==> src/rtl/brz_pkg.sv <==
package brz_pkg;
  typedef enum logic [1:0] {
    BR_NONE = 2'b00,
    BR_EQZ  = 2'b01,
    BR_NEZ  = 2'b10,
    BR_JMP  = 2'b11
  } br_kind_e;
endpackage

==> src/rtl/brz_cond.sv <==
module brz_cond
  import brz_pkg::*;
#(
  parameter int XLEN = 32
) (
  input  br_kind_e            kind_i,
  input  logic [XLEN-1:0]     rs1_i,
  output logic                taken_o
);
  logic is_zero;

  assign is_zero = ~|rs1_i;

  always_comb begin
    unique case (kind_i)
      BR_EQZ:  taken_o = is_zero;
      BR_NEZ:  taken_o = ~is_zero;
      BR_JMP:  taken_o = 1'b1;
      default: taken_o = 1'b0;
    endcase
  end
endmodule

==> src/rtl/brz_target.sv <==
module brz_target #(
  parameter int XLEN      = 32,
  parameter int WORD_BYTES = 4
) (
  input  logic [XLEN-1:0] seq_pc_i,
  input  logic [XLEN-1:0] imm_i,
  output logic [XLEN-1:0] target_o
);
  localparam int OFF_SHIFT = $clog2(WORD_BYTES);

  logic [XLEN-1:0] byte_off;

  assign byte_off = imm_i << OFF_SHIFT;
  assign target_o = seq_pc_i + byte_off;
endmodule

==> src/rtl/brz_redirect.sv <==
module brz_redirect #(
  parameter bit DELAY_SLOT = 1'b0
) (
  input  logic clk_i,
  input  logic rst_ni,
  input  logic valid_i,
  input  logic stall_i,
  input  logic taken_i,
  output logic pc_sel_o,
  output logic flush_o
);
  logic resolve_en;

  // resolution is held while decode is stalled
  assign resolve_en = valid_i & ~stall_i;
  assign pc_sel_o   = resolve_en & taken_i;

  generate
    if (DELAY_SLOT) begin : g_slot
      assign flush_o = 1'b0;

      slot_never_flush_chk: assert property (@(posedge clk_i) disable iff (!rst_ni)
        !flush_o);
    end else begin : g_squash
      assign flush_o = pc_sel_o;

      squash_on_taken_chk: assert property (@(posedge clk_i) disable iff (!rst_ni)
        (valid_i && !stall_i && taken_i) |-> flush_o);
    end
  endgenerate


  hold_no_redirect_chk: assert property (@(posedge clk_i) disable iff (!rst_ni)
    (stall_i || !valid_i) |-> (!pc_sel_o && !flush_o));
endmodule

==> src/rtl/brz_unit.sv <==
module brz_unit
  import brz_pkg::*;
#(
  parameter int XLEN       = 32,
  parameter int WORD_BYTES = 4,
  parameter bit DELAY_SLOT = 1'b0
) (
  input  logic            clk_i,
  input  logic            rst_ni,
  input  logic            dec_valid_i,
  input  logic            stall_i,
  input  logic [1:0]      br_kind_i,
  input  logic [XLEN-1:0] rs1_val_i,
  input  logic [XLEN-1:0] imm_i,
  input  logic [XLEN-1:0] seq_pc_i,
  input  logic [XLEN-1:0] fetch_seq_pc_i,
  output logic            pc_sel_o,
  output logic [XLEN-1:0] target_o,
  output logic [XLEN-1:0] next_pc_o,
  output logic            flush_o
);
  br_kind_e kind;
  logic     taken;

  assign kind = br_kind_e'(br_kind_i);

  brz_cond #(.XLEN(XLEN)) u_cond (
    .kind_i  (kind),
    .rs1_i   (rs1_val_i),
    .taken_o (taken)
  );

  brz_target #(.XLEN(XLEN), .WORD_BYTES(WORD_BYTES)) u_target (
    .seq_pc_i (seq_pc_i),
    .imm_i    (imm_i),
    .target_o (target_o)
  );

  brz_redirect #(.DELAY_SLOT(DELAY_SLOT)) u_redirect (
    .clk_i    (clk_i),
    .rst_ni   (rst_ni),
    .valid_i  (dec_valid_i),
    .stall_i  (stall_i),
    .taken_i  (taken),
    .pc_sel_o (pc_sel_o),
    .flush_o  (flush_o)
  );

  assign next_pc_o = pc_sel_o ? target_o : fetch_seq_pc_i;


  eqz_taken_chk: assert property (@(posedge clk_i) disable iff (!rst_ni)
    (dec_valid_i && !stall_i && br_kind_i == 2'b01) |-> (pc_sel_o == (rs1_val_i == '0)));

  nez_taken_chk: assert property (@(posedge clk_i) disable iff (!rst_ni)
    (dec_valid_i && !stall_i && br_kind_i == 2'b10) |-> (pc_sel_o == (rs1_val_i != '0)));

  jump_redirect_chk: assert property (@(posedge clk_i) disable iff (!rst_ni)
    (dec_valid_i && !stall_i && br_kind_i == 2'b11) |-> pc_sel_o);

  none_no_redirect_chk: assert property (@(posedge clk_i) disable iff (!rst_ni)
    (br_kind_i == 2'b00) |-> (!pc_sel_o && !flush_o));

  seq_fetch_chk: assert property (@(posedge clk_i) disable iff (!rst_ni)
    !pc_sel_o |-> (next_pc_o == fetch_seq_pc_i));
endmodule

==> config.mk <==
export PLATFORM = sky130hd
export DESIGN_NAME = brz_unit
export DESIGN_NICKNAME = d
export VERILOG_FILES = /design/src/rtl/brz_pkg.sv /design/src/rtl/brz_cond.sv /design/src/rtl/brz_target.sv /design/src/rtl/brz_redirect.sv /design/src/rtl/brz_unit.sv
export SDC_FILE = /design/constraint.sdc
export NUM_CORES = 1
export LEC_CHECK = 0
export CAP_MARGIN = 5
export CORE_AREA = 2 2 93 95
export DETAILED_ROUTE_END_ITERATION = 6
export DIE_AREA = 0 0 95 97
export PLACE_DENSITY = 0.8
export SLEW_MARGIN = 10
export SYNTH_ARGS = -nofsm -noshare
export SYNTH_HDL_FRONTEND = slang
export SYNTH_SLANG_ARGS = --single-unit
==> constraint.sdc <==
create_clock -name vclk -period 5.1
set_clock_uncertainty 0.05 [all_clocks]
set_input_delay 1.53 -clock vclk [all_inputs]
set_output_delay 1.53 -clock vclk [all_outputs]
set_load 0.05 [all_outputs]
==> results of run 1 <==
-- metrics by stage --
| step | hold WS, ps | utilization | area, um2 | instances | setup TNS [ps] |
|---|---|---|---|---|---|
| after floorplan | 3180 | - | 2870 | 370 | -2600 |
| after CTS | 3500 | 0.861 | 7000 | 798 | -5680 |
| after global placement | 3680 | 0.741 | 6030 | 769 | -22680 |
| after detailed placement | 3690 | 0.741 | 6030 | 769 | -24050 |
-- synth_stat cells (2+ instances only) --
cell	count
a2111oi_2	2
a211o_1	7
a211oi_1	5
a211oi_2	4
a21boi_0	2
a21o_1	13
a21oi_1	29
a21oi_2	2
and2_1	4
and3_1	4
and4_1	4
buf_1	2
buf_2	5
buf_4	8
clkbuf_1	4
ha_1	29
inv_1	12
mux2_2	5
mux2i_1	2
nand2_1	74
nand2b_1	2
nand3_1	10
nand4_1	8
nor2_1	19
nor3_1	5
nor4_1	8
o2111a_1	2
o211ai_1	7
o21a_1	10
o21ai_0	19
o21ai_1	3
o21ai_2	2
o21bai_1	3
o31ai_1	3
o31ai_2	2
xnor2_1	17
xor2_1	8
-- logic make-up after synthesis --
kind of cell | after synthesis | share of synthesized area
adder cells (fa/ha/maj) | 30 | 0.155
AO/OA/AOI/OAI | 127 | 0.371
multiplexers | 9 | 0.0416
AND/OR/NAND/NOR | 147 | 0.280
buffers and inverters | 32 | 0.0634
XOR/XNOR | 25 | 0.0888
-- what timing repair did --
action,CTS
setup buffers,31
gates resized for setup,269
pin swaps,76
setup endpoints to repair,54
-- metal layers --
| layer | GRT overflow | global-route usage |
|---|---|---|
| met1 | 0 | 0.522 |
| met2 | 0 | 0.787 |
| met3 | 0 | 0.316 |
| met4 | 1 | 0.535 |
| met5 | 0 | 0 |
==> metrics.md, run 1 <==
| Metric | Value |
|---|---|
| Status | `did not finish` |
| Last stage reached | `5_1_grt` |
| Err | `[ERROR GRT-0232] Routing congestion too high. Check the congestion heatmap in the GUI.` |
| Chip height | `about 97 um` |
| HPWL Detailed | `around 11000 um` |
| Seq/Total Area, Yosys | `0` |
| Largest net degree at the start of global routing | `14` |
| Top cell type by total area after synthesis | `ha_1` |
| Mapped Cells | `370` |
| Io pins | `200` |
| Worst_ep kind | `top-level output` |
| Grt ovf | `1` |
| Synthesized area per cell | `6.66 um2` |
| Pre-CTS setup slack | `-769 ps` |
| IO Port Bufs | `a little under 200` |
| Synth unique cells | `a little over 60` |
| Rows | `33` |
| YS warnings | `0` |
| Initial core utilization | `0.303` |
| Gr usage total | `0.545` |
| Post-Syn Nets | `between 500 and 600` |
| Worst_ep grt | `next_pc_o[26]` |
| Post-synth top area share | `0.147` |
| Die X | `95 um` |
| Largest cells by area after synthesis | `ha_1 15%, nand2_1 11%, xnor2_1 6.0%` |
| RePlAce Congestion | `roughly 0.9` |
| Synth Cell Area | `about 2500 um2` |
| Cts hold-fix bufs | `0` |
==> run 2: changes to the inputs <==
--- a/config.mk
+++ b/config.mk
@@ -6,10 +6,10 @@
 export NUM_CORES = 1
 export LEC_CHECK = 0
 export CAP_MARGIN = 5
-export CORE_AREA = 2 2 93 95
+export CORE_AREA = 2 2 87 89
 export DETAILED_ROUTE_END_ITERATION = 6
-export DIE_AREA = 0 0 95 97
-export PLACE_DENSITY = 0.8
+export DIE_AREA = 0 0 89 91
+export PLACE_DENSITY_LB_ADDON = 0.15
 export SLEW_MARGIN = 10
 export SYNTH_ARGS = -nofsm -noshare
 export SYNTH_HDL_FRONTEND = slang
==> constraint.sdc (replaced) <==
create_clock -name vclk -period 6.6
set_clock_uncertainty 0.05 [all_clocks]
set_input_delay 1.98 -clock vclk [all_inputs]
set_output_delay 1.98 -clock vclk [all_outputs]
set_load 0.05 [all_outputs]
==> metrics.md, run 2 <==
| Metric | Value |
|---|---|
| Gr usage total | `0.237` |
| Post-synth top area share | `0.147 (unchanged)` |
| Req. time, crit path | `approximately 4600 ps` |
| YS warnings | `0 (unchanged)` |
| Antenna violations before repair | `0` |
| First-pass GRT wire length | `about 16000 um` |
| Fin nets | `~760` |
| Synth unique cells | `62 (unchanged)` |
| # clk buffers | `0` |
| Crit end category | `primary output` |
| Switching Share | `0.537` |
| Mapped Cells | `370 (unchanged)` |
| Wirelength per Cell | `14.9 um` |
| Grt ovf | `0` |
| Post-Syn Nets | `534 (unchanged)` |
| Top-count cell post-synth | `nand2_1` |
| Chip height | `91 um (-6.2%)` |
| VDD IR max | `about 90 uV` |
| Drt pass-1 iters | `4` |
| Crit path cell chain | `clkdlybuf4s50_1, buf_4, ha_4, a211oi_2, o211ai_1, a211oi_2, buf_4, o21a_1, or3_1, a31oi_1, buf_12` |
| Final instance area | `5270 um2` |
| Die area | `~8100 um2` |
| Max_cap viols | `0` |
| IO Port Bufs | `196 (unchanged)` |
| Setup TNS | `0 ps` |
| Switching pwr | `around 430 uW` |
| Ratio of cells with drive above 1 in the final layout | `0.263` |
| Period utilization | `0.997` |
| RSZ-0062 raised after global routing | `true` |
| Cts hold-fix bufs | `0 (unchanged)` |
| Antenna Nets Post-Route | `0` |
| Synthesized area per cell | `6.66 um2 (unchanged)` |
| Top achievable clock speed | `between 150 and 200 MHz` |
| Sequential share of power | `0` |
| Max-slew violations | `0` |
| Slew HR | `0.612` |
| Pint | `370 uW` |
| Worst-Margin Slew | `roughly 580 ps` |
| Vias in the first global route | `3602` |
| RePlAce Congestion | `0.901 (about the same)` |
| Overall Power | `801 uW` |
| Most instantiated cells after synthesis | `74 x nand2_1, 29 x a21oi_1, 29 x ha_1, 19 x nor2_1, 19 x o21ai_0` |
| Pleak | `between 0.002 and 0.0025 uW` |
| Final setup viols | `0` |
| Synth Cell Area | `2460 um2 (unchanged)` |
| Drt total wl | `just over 10000 um` |
| Antenna cells | `0` |
| Clock power frac | `0` |
| Pre-CTS setup slack | `-201 ps (+568 ps)` |
| Hold WC Path Type | `in -> out` |
| HPWL Detailed | `8880 um (-16%)` |
| Seq/Total Area, Yosys | `0 (unchanged)` |
| Largest fanout on the critical path | `3` |
| Vias per std cell | `about 5.3` |
| Die X | `89 um (-6.3%)` |
| Initial core utilization | `0.345 (+0.0423)` |
| Largest net degree at the start of global routing | `23` |
| Min Clock Period, post-route | `6580 ps` |
| Register area | `0 um2` |
| Crit path largest cell delay | `between 400 and 500 ps` |
| Io pins | `200 (unchanged)` |
| Critical path class | `in -> out` |
| Top cell type by total area after synthesis | `ha_1` |
| Slowest CP cell | `clkdlybuf4s50_1` |
| Seq cells | `0` |
| DRC Markers | `0` |
| Status | `finished clean` |
| Crit path DAT | `approximately 4600 ps` |
| Pwr per Cell Area | `about 150 nW/um2` |
| Final hold vios | `0` |
| Placed inst area | `5120 um2 (-15%)` |
| Core area | `between 7000 and 8000 um2` |
| Leading cell type in the layout, fill and taps excluded | `clkdlybuf4s50_1` |
| Fin Hold WS | `4550 ps` |
| Area Overhead vs Synth | `114%` |
| Initial detailed-routing violation count | `64` |
| Final setup margin | `approximately 17 ps` |
| Vias after detailed routing | `approximately 3700` |
| Commonest non-fill, non-tap cells in the layout | `133 x clkdlybuf4s50_1, 74 x nand2_1, 71 x buf_4` |
| Rows | `31 (-6.1%)` |
| Largest cells by area after synthesis | `ha_1 15%, nand2_1 11%, xnor2_1 6.0%` |
| Combinational power share | `1.000` |
| CP Launch Type | `input pin` |
run 2: per-layer routing:
layer / track usage / wire length, um / vias to the layer above
met4: 0.0398 / 138 / 0
met3: 0.0273 / 736 / 15
met5: 0 / 0 / -
met1: 0.284 / 4240 / 1688
li1: - / - / 1833
met2: 0.447 / 5240 / 139
run 2: worst max-delay path, delay by kind of cell:
kind                       cells  cell delay, ps
adders and majority gates      1             260
buffers and inverters          4             930
AOI/OAI and AO/OA              5            1040
and+or+nand+nor                1             330
run 2: logic make-up (layout without fill, tap and decap cells):
logic type,count (synthesis),after routing,synth area share
AO/OA/AOI/OAI,127,128,0.371
XOR/XNOR,25,25,0.0888
adder cells (fa/ha/maj),30,30,0.155
buffers and inverters,32,258,0.0634
multiplexers,9,9,0.0416
AND/OR/NAND/NOR,147,147,0.280
run 2: path summary, 6_finish.rpt:
| kind | startpoint | endpoint | slack (ps) | depth (start not counted) |
|---|---|---|---|---|
| max | seq_pc_i[3] | next_pc_o[29] | 20 | 11 |
| min | imm_i[0] | next_pc_o[2] | 4550 | 5 |
run 2: layout make-up:
class | instances | area [um2]
inverters | 13 | 48.8
multi-input cells | 339 | 2470
repair buffers | 245 | 2630
well taps | 99 | 124
fillers | 571 | 1870
run 2: power groups by stage:
stage | combinational, uW | clock, uW | sequential (uW)
CTS | 786 | 0 | 0
finish | 801 | 0 | 0
detailed placement | 781 | 0 | 0
floorplan | 412 | 0 | 0
global route | 841 | 0 | 0
global placement | 772 | 0 | 0
run 2: stage by stage:
step,instances,util
after floorplan,370,-
after global placement,690,0.717
after detailed placement,690,0.717
final,696,0.738
after CTS,693,0.723
after global routing,696,0.738
run 2: what timing repair did:
| item | in CTS | in global routing |
|---|---|---|
| gates cloned | 0 | 1 |
| resized for setup | 8 | 19 |
| setup buffers | 3 | 2 |
| pin swaps | 7 | 8 |
| endpoints found under the setup margin | 19 | 20 |
Note: power is estimated with default switching activity, not from simulation.
